## src/rtl/branch_pred_unit.sv

```systemverilog
module branch_pred_unit #(
  parameter int XLEN  = 32,
  parameter int NREG  = 32,
  parameter int LANES = 2,
  localparam int RW = $clog2(NREG),
  localparam int IW = $clog2(XLEN)
) (
  input  logic                  clk,
  input  logic                  rst_n,
  input  logic                  in_valid,
  input  logic [31:0]           instr,
  input  logic [NREG-1:0]       vec_tag,
  input  logic [NREG-1:0]       pred_tag,
  output logic [RW-1:0]         src1_sel,
  output logic [RW-1:0]         src2_sel,
  output logic                  src_fp,
  input  logic [LANES-1:0]      lane_vld,
  input  logic [LANES*IW-1:0]   lane_idx,
  input  logic [LANES*XLEN-1:0] lane_a,
  input  logic [LANES*XLEN-1:0] lane_b,
  output logic                  pass_thru,
  output logic                  pred_wr,
  input  logic [RW-1:0]         rd_sel,
  output logic [XLEN-1:0]       rd_data
);

  typedef enum logic [2:0] {K_EQ, K_NE, K_LT, K_GE, K_LE} kind_t;

  logic                      is_c, f_hit, c_hit, hit, uns, pred_mode;
  logic [RW-1:0]             pdst;
  kind_t                     kind;
  logic [LANES-1:0]          lres;
  logic [NREG-1:0][XLEN-1:0] pbank;
  logic [XLEN-1:0]           cur_row, row_nxt, touch;

  assign is_c  = instr[1:0] != 2'b11;
  assign f_hit = !is_c && instr[6:0] == 7'b1100011 && instr[14:13] != 2'b01;
  assign c_hit = instr[1:0] == 2'b01 && instr[15:14] == 2'b11;
  assign hit   = f_hit || c_hit;

  assign src1_sel = is_c ? RW'(8) + RW'(instr[9:7])   : RW'(instr[19:15]);
  assign src2_sel = is_c ? RW'(8) + RW'(instr[4:2])   : RW'(instr[24:20]);
  assign pdst     = is_c ? RW'(8) + RW'(instr[12:10]) : RW'(instr[11:7]);
  assign src_fp   = c_hit && instr[6];
  assign uns      = is_c ? instr[6] : instr[13];

  always_comb begin
    if (is_c) begin
      case ({instr[13], instr[5]})
        2'b00:   kind = K_EQ;
        2'b01:   kind = K_NE;
        2'b10:   kind = K_LT;
        default: kind = K_LE;
      endcase
    end else begin
      case ({instr[14], instr[12]})
        2'b00:   kind = K_EQ;
        2'b01:   kind = K_NE;
        2'b10:   kind = K_LT;
        default: kind = K_GE;
      endcase
    end
  end

  assign pred_mode = in_valid && hit && (vec_tag[src1_sel] || vec_tag[src2_sel]) && pred_tag[pdst];
  assign pred_wr   = pred_mode;
  assign pass_thru = in_valid && hit && !pred_mode;

  for (genvar l = 0; l < LANES; l++) begin : g_lane
    logic [XLEN-1:0] a, b;
    logic            eq, lt;
    assign a  = lane_a[l*XLEN +: XLEN];
    assign b  = lane_b[l*XLEN +: XLEN];
    assign eq = a == b;
    assign lt = uns ? (a < b) : ($signed(a) < $signed(b));
    always_comb begin
      case (kind)
        K_EQ:    lres[l] = eq;
        K_NE:    lres[l] = !eq;
        K_LT:    lres[l] = lt;
        K_GE:    lres[l] = !lt;
        default: lres[l] = lt || eq;
      endcase
    end
  end

  assign cur_row = pbank[pdst];

  always_comb begin
    row_nxt = cur_row;
    touch   = '0;
    for (int l = 0; l < LANES; l++) begin
      if (lane_vld[l]) begin
        row_nxt[lane_idx[l*IW +: IW]] = lres[l];
        touch[lane_idx[l*IW +: IW]]   = 1'b1;
      end
    end
  end

  always_ff @(posedge clk or negedge rst_n) begin
    if (!rst_n)       pbank <= '0;
    else if (pred_wr) pbank[pdst] <= row_nxt;
  end

  assign rd_data = pbank[rd_sel];

  AST_MODE_EXCL: assert property (@(posedge clk) disable iff (!rst_n)
    !(pass_thru && pred_wr)) else $error("mode overlap");

  AST_IDLE_STABLE: assert property (@(posedge clk) disable iff (!rst_n)
    !pred_wr |=> $stable(pbank)) else $error("state moved without write");

  AST_UNTOUCHED_BITS: assert property (@(posedge clk) disable iff (!rst_n)
    pred_wr |=> ((pbank[$past(pdst)] ^ $past(cur_row)) & ~$past(touch)) == '0)
    else $error("foreign bit changed");

  AST_C_REGMAP: assert property (@(posedge clk) disable iff (!rst_n)
    (in_valid && c_hit) |-> (src1_sel >= RW'(8) && src1_sel < RW'(16) && src2_sel >= RW'(8) && src2_sel < RW'(16)))
    else $error("compressed source out of window");

  AST_WR_NEEDS_VALID: assert property (@(posedge clk) disable iff (!rst_n)
    pred_wr |-> in_valid) else $error("write without valid");

endmodule

```

## config.mk

```make
export PLATFORM = sky130hd
export DESIGN_NAME = branch_pred_unit
export DESIGN_NICKNAME = d
export VERILOG_FILES = /design/src/rtl/branch_pred_unit.sv
export SDC_FILE = /design/constraint.sdc
export NUM_CORES = 2
export LEC_CHECK = 0
export BUFFER_PORTS_ARGS = -buffer_cell sky130_fd_sc_hd__buf_4
export CAP_MARGIN = 20
export CELL_PAD_IN_SITES_DETAIL_PLACEMENT = 0
export CELL_PAD_IN_SITES_GLOBAL_PLACEMENT = 1
export CORE_AREA = 3 3 427 429
export CTS_CLUSTER_SIZE = 24
export DETAILED_ROUTE_END_ITERATION = 8
export DIE_AREA = 0 0 430 432
export GPL_ROUTABILITY_DRIVEN = 1
export PLACE_DENSITY_LB_ADDON = 0.1
export SETUP_SLACK_MARGIN = 0.4
export SYNTH_ARGS = -nofsm -noshare
export SYNTH_HDL_FRONTEND = slang
export SYNTH_SLANG_ARGS = --single-unit
```

## constraint.sdc

```tcl
create_clock -name clk -period 4.1 [get_ports clk]
set_input_delay 0.205 -clock clk [delete_from_list [all_inputs] [get_ports clk]]
set_output_delay 0.205 -clock clk [all_outputs]
set_load 0.02 [all_outputs]
```

======== Word level (Yosys, flattened, before mapping) ========
Index checks and enable logic that the tools add are counted.
storage, ports and cells
  register bits after elaboration ......... 1024
  bits of input ports ..................... 244
  word-level logic and storage cells ...... 118
operators by class
  add/sub/neg operators ................... 3
  $lt $le $gt $ge ......................... 13
  eq/ne operators ......................... 14
  muxes and demuxes ....................... 32
  reduce and logical (&&, ||, !) cells .... 24
operators by type and width
  operator               count
  $bwmux W1024           1
  $bmux W32 S5           2
  $demux W32 S5          1
  $mux W32               5
  $lt A32 B32 Y1         4
  $bwmux W32             2
  $eq A32 B32 Y1         2
  $lt A5 B6 Y1 const B   6
  $add A4 B3 Y5 const A  3
  $bmux W1 S5            3
  $ge A5 B1 Y1 const B   3
  $mux W5                3
  $logic_and A1 B1 Y1    11
  $demux W1 S5           2
  $pmux W3 S3            1
  $mux W1                8
  $pmux W1 S4            2
  $eq A7 B7 Y1 const B   1
  $eq A2 B1 Y1 const B   3
  $eq A2 B2 Y1 const B   3
  $eq A3 B2 Y1 const B   2
  $logic_not A1 Y1       6
  $pmux W2 S3            1
  $logic_not A2 Y1       2
  other kinds (6)        9

======== Depth between registers and ports, before layout ========
  depth in word-level cells ............... 10
  depth in mapped cells ................... 17
  mapped depth without buffers ............ 11

======== Worst setup path after synthesis ========
No wires, ideal clock.
  path type ............................... input to register
  start ................................... in lane_b[7]
  end ..................................... reg pbank[103] (netlist name)
  setup time .............................. 0.137 ns
  arrival time ............................ 3.196 ns
  required time ........................... 3.963 ns
  setup slack ............................. 0.767 ns
  cell stages on the path ................. 13
  path buffers ............................ 2
  path through ............................ inv_1 > ha_1 > a41o_1 > a21oi_1 > nor3_1 > o41a_1 > nor4b_1 > mux2_2 > clkbuf_1 > o311ai_0 > o21a_1 > clkbuf_1 > a21oi_1
on the way
  longest elaborated chain between the ends .. 9
  elaborated cells on any way between the ends .. 13
  those cells by class .................... 2 x order compare; 1 x eq/ne; 7 x mux; 3 x reduce/logical
ends and longest elaborated chain
  what                                                    RTL line  source
  start, declared                                         20        input logic [LANES*XLEN-1:0] lane_b,
  $lt A32 B32 Y1                                          75        assign lt = uns ? (a < b) : ($signed(a) < $signed(b));
  $mux W1                                                 75
  $logic_or A1 B1 Y1 or $logic_not A1 Y1 (tied branches)  82, 81
  $pmux W1 S4 *                                           77        case (kind)
  $bwmux W32 *                                            94        row_nxt[lane_idx[l*IW +: IW]] = lres[l];
  $mux W32 *                                              93        if (lane_vld[l]) begin
  $bwmux W32                                              94
  $mux W32 *                                              93
  $bwmux W1024 *                                          102       else if (pred_wr) pbank[pdst] <= row_nxt;
  end signal, assigned by index                           102
  end, declared                                           33        logic [NREG-1:0][XLEN-1:0] pbank;
Every way passes the cells marked *; elsewhere a longest branch is shown, timed or not.
A chain may end at the register's enable or synchronous reset.

======== Final worst setup path ========
  start ................................... in instr[0]
  end ..................................... out pass_thru
on the way
  longest elaborated chain between the ends .. 10
  elaborated cells on any way between the ends .. 23
  those cells by class .................... 3 x eq/ne; 9 x mux; 11 x reduce/logical
ends and longest elaborated chain
  what                                             RTL line  source
  start, declared                                  11        input logic [31:0] instr,
  branches (longest 9 deep; another with $mux W5)  --
  $logic_and A1 B1 Y1 *                            67        assign pass_thru = in_valid && hit && !pred_mode;
  end, declared                                    21        output logic pass_thru,
Every way passes the cells marked *. The select of a mux whose other input is x is not followed.

==> flow_summary.ini <==
[place]
dp_hpwl_um = 165000
gp_congestion = 0.837
numPortBuffers = 281
dp_slack_ps = 46.5
dp.cells = 7306

[timing]
fmax_mhz = 284
fin_tns_setup_ps = 0
slew_violations = 0
setup_ws_ps = 575
timing.final.crit_share_pct = 86.0
whs_ps = 86.4
clock_skew_ps = 39.0
post-route-min-period_ps = 3520
setup_viol = 0
relSlewSlack_pct = 18.4
rsz0062_at_grt = no
hold_violations = 0
worstMarginPinSlew_ps = 1220

[synthesis]
synth-seq-area-share_pct = 44.8
yosysWarnings = 0
synth.net_count = 5108
netlist_area_mm2 = 0.0572
synth-seq-cells = 1024
yosys_most_used_dff = dfrtp_1
synth_area_leaders = dfrtp_1 (45%), mux2_2 (13%), mux4_2 (13%)
yosysTopAreaCell = dfrtp_1
synth_edf_count = 0
syn_area_per_cell_um2 = 11.9
synthTopCellsByCount = dfrtp_1 (1024), mux2_2 (679), a21oi_1 (520)
async_flop_share_pct = 100
synthCells = 4800
yosysMostFrequentCell = dfrtp_1
yosysUniqueCellTypes = 77
synth_top_area_share_pct = 44.8

[die]
boundaryPins = 289
initial_utilization_pct = 32.0
die_h_um = 432
core-area_mm2 = 0.179
die-area_mm2 = 0.186
rows = 155
fp.dieW_um = 430

[routing]
drt_iter0_drc = 4765
routedWlPerCell_um = 34.7
wl_um = 261000
drtPass1Iterations = 7
viasPerCell = 6.13
num_vias = 46200
drcViolationCount = 0
ant_nets = 0

[clock_network]
clock_latency_ps = 780
cts_num_sinks = 1024
cts_buffer_depth = 3
h-tree-depth = 4
cts_tree = yes
root_buffer = clkbuf_16
post_cts_resized = 0
postCtsSetupBuffers = 0
clkSlewWorstSetupHoldPaths_ps = 50
cts_buffers = 130

[setup_path]
path_class = in2out
path_cells = buf_4 -> and2_2 -> buf_4 -> mux2i_1 -> nor2_1 -> a22o_1 -> o21ai_0 -> o211ai_1 -> buf_12 -> and4_4 -> nor2_1 -> nor2_1 -> buf_4
worstPathArrival_ps = 3320
crit_slowest_cell = nor2_1
worst_ep_required_time_ps = 3890
r2r_slack_ps = 1280
crit_fanout = 12
worst-path-buf-inv = 4
cp_top_family = simple AND/OR/NAND/NOR gates
critPathMaxStageDelay_ps = 460
critPathLaunchType = input port
regToRegEndpoint = pbank[81]
r2r_start = pbank[113]
r2r_cells = 8
end_kind = output port

[power_and_ir_drop]
internal-power_w = 0.0184
seqPwrFrac_pct = 40.9
power_density_mw_per_mm2 = 367
p_sw_share_pct = 28.0
pwr-share-comb_pct = 13.1
power_leakage_nw = 30.6
clock_power_share_pct = 46.0
ir_worst_vdd_mv = 0.345
power_switching_w = 0.00713

[grt]
overflow = 0
grt_pass1_vias = 46200
track_usage_pct = 27.7
antenna_found_initial = 12
grt_pass1_wl_um = 370000
grt_max_degree = 111

[finish]
largest-register = pbank
reg.largest.list = pbank x1024
fill_cells = 17200
largest_register_ffs = 1024
synthToLayoutAreaGrowth_pct = 21.5
final_cells = 7541
drive_gt1_share_pct = 38.0
layout.nets = 5394

[job]
max_cap_violations = 0

[hold_path]
hold_path_class = in2async

[status]
status = completed
[per-layer routing]
layer	vias to the layer above	routed length (um)	track usage (%)	share of wire, %
li1	19100	-	-	-
met1	24800	113000	37.9	43
met2	1956	124000	44.7	47
met3	415	16200	4.43	6.2
met4	0	8980	9.43	3.4
met5	-	0	0	0
[power by group through the flow]
stage	Combinational (W)	Sequential (W)	Clock, W
3_5_place_dp	0.00334	0.0106	0
5_1_grt	0.00354	0.0104	0.0124
2_1_floorplan	0.00156	0.0106	0
4_1_cts	0.00335	0.0104	0.0120
6_report	0.00335	0.0104	0.0117
3_3_place_gp	0.00334	0.0106	0
[logic make-up (layout without fill, tap and decap cells)]
kind of cell	Yosys count	count (layout)	share of synthesized area, %
AOI/OAI and AO/OA	1270	1270	14.8
xor gates and xnor gates	5	5	0.0766
adders and majority gates	64	64	1.40
buffers and inverters	594	975	4.47
DFF	1024	1024	44.8
muxes	1086	1086	27.6
other	0	5	0
and+or+nand+nor	757	757	6.84
[layout make-up]
cell class / count / area (um2) / share of cell area, %
multi-input combinational: 3182 / 29500 / 42.5
sequential: 1024 / 25600 / 36.9
timing repair buffer: 658 / 6720 / 9.66
clock buffer: 195 / 3960 / 5.70
tap: 2355 / 2950 / 4.24
clock inverter: 32 / 360 / 0.518
inverter: 90 / 338 / 0.486
antenna: 5 / 12.5 / 0.0180
[timing repair]
| item | 4_1_cts | 5_1_grt |
|---|---|---|
| hold buffers | 1 | 0 |
| hold endpoints to repair | 47 | 0 |
| endpoints found under the setup margin | 0 | 0 |
[how the worst max path moves through the flow]
stage | from | end | slack (ps) | cells past startpoint
final | instr[0] | pass_thru | 580 | 13
after global routing | instr[0] | pass_thru | 410 | 13
after CTS | instr[0] | pass_thru | 520 | 12
after floorplan | lane_b[7] | pbank[103] | 770 | 13
after global placement | lane_a[39] | pbank[312] | 30 | 15
after detailed placement | lane_a[39] | pbank[312] | 50 | 15
[placed cells by master (no fill, tap or decap), types with 53 or more instances in the layout]
cell type,netlist,layout
dfrtp_1,1024,1024
mux2_2,679,679
a21oi_1,520,517
buf_4,19,513
nor2_1,424,424
mux4_2,320,320
a22oi_1,284,284
buf_12,0,138
clkbuf_16,0,135
a221oi_1,111,111
nand2_1,94,92
inv_1,90,90
a22o_1,89,89
ha_1,64,64
o22ai_1,61,58
nand4_1,53,53
[stage by stage]
stage	util, %	cell area [um2]	power, W
final	38.9	69500	0.0255
after global placement	36.5	65100	0.0139
after detailed placement	36.5	65100	0.0139
after floorplan	-	57200	0.0121
after CTS	38.9	69500	0.0258
after global routing	38.9	69500	0.0264
(Power assumes the default switching activity.)
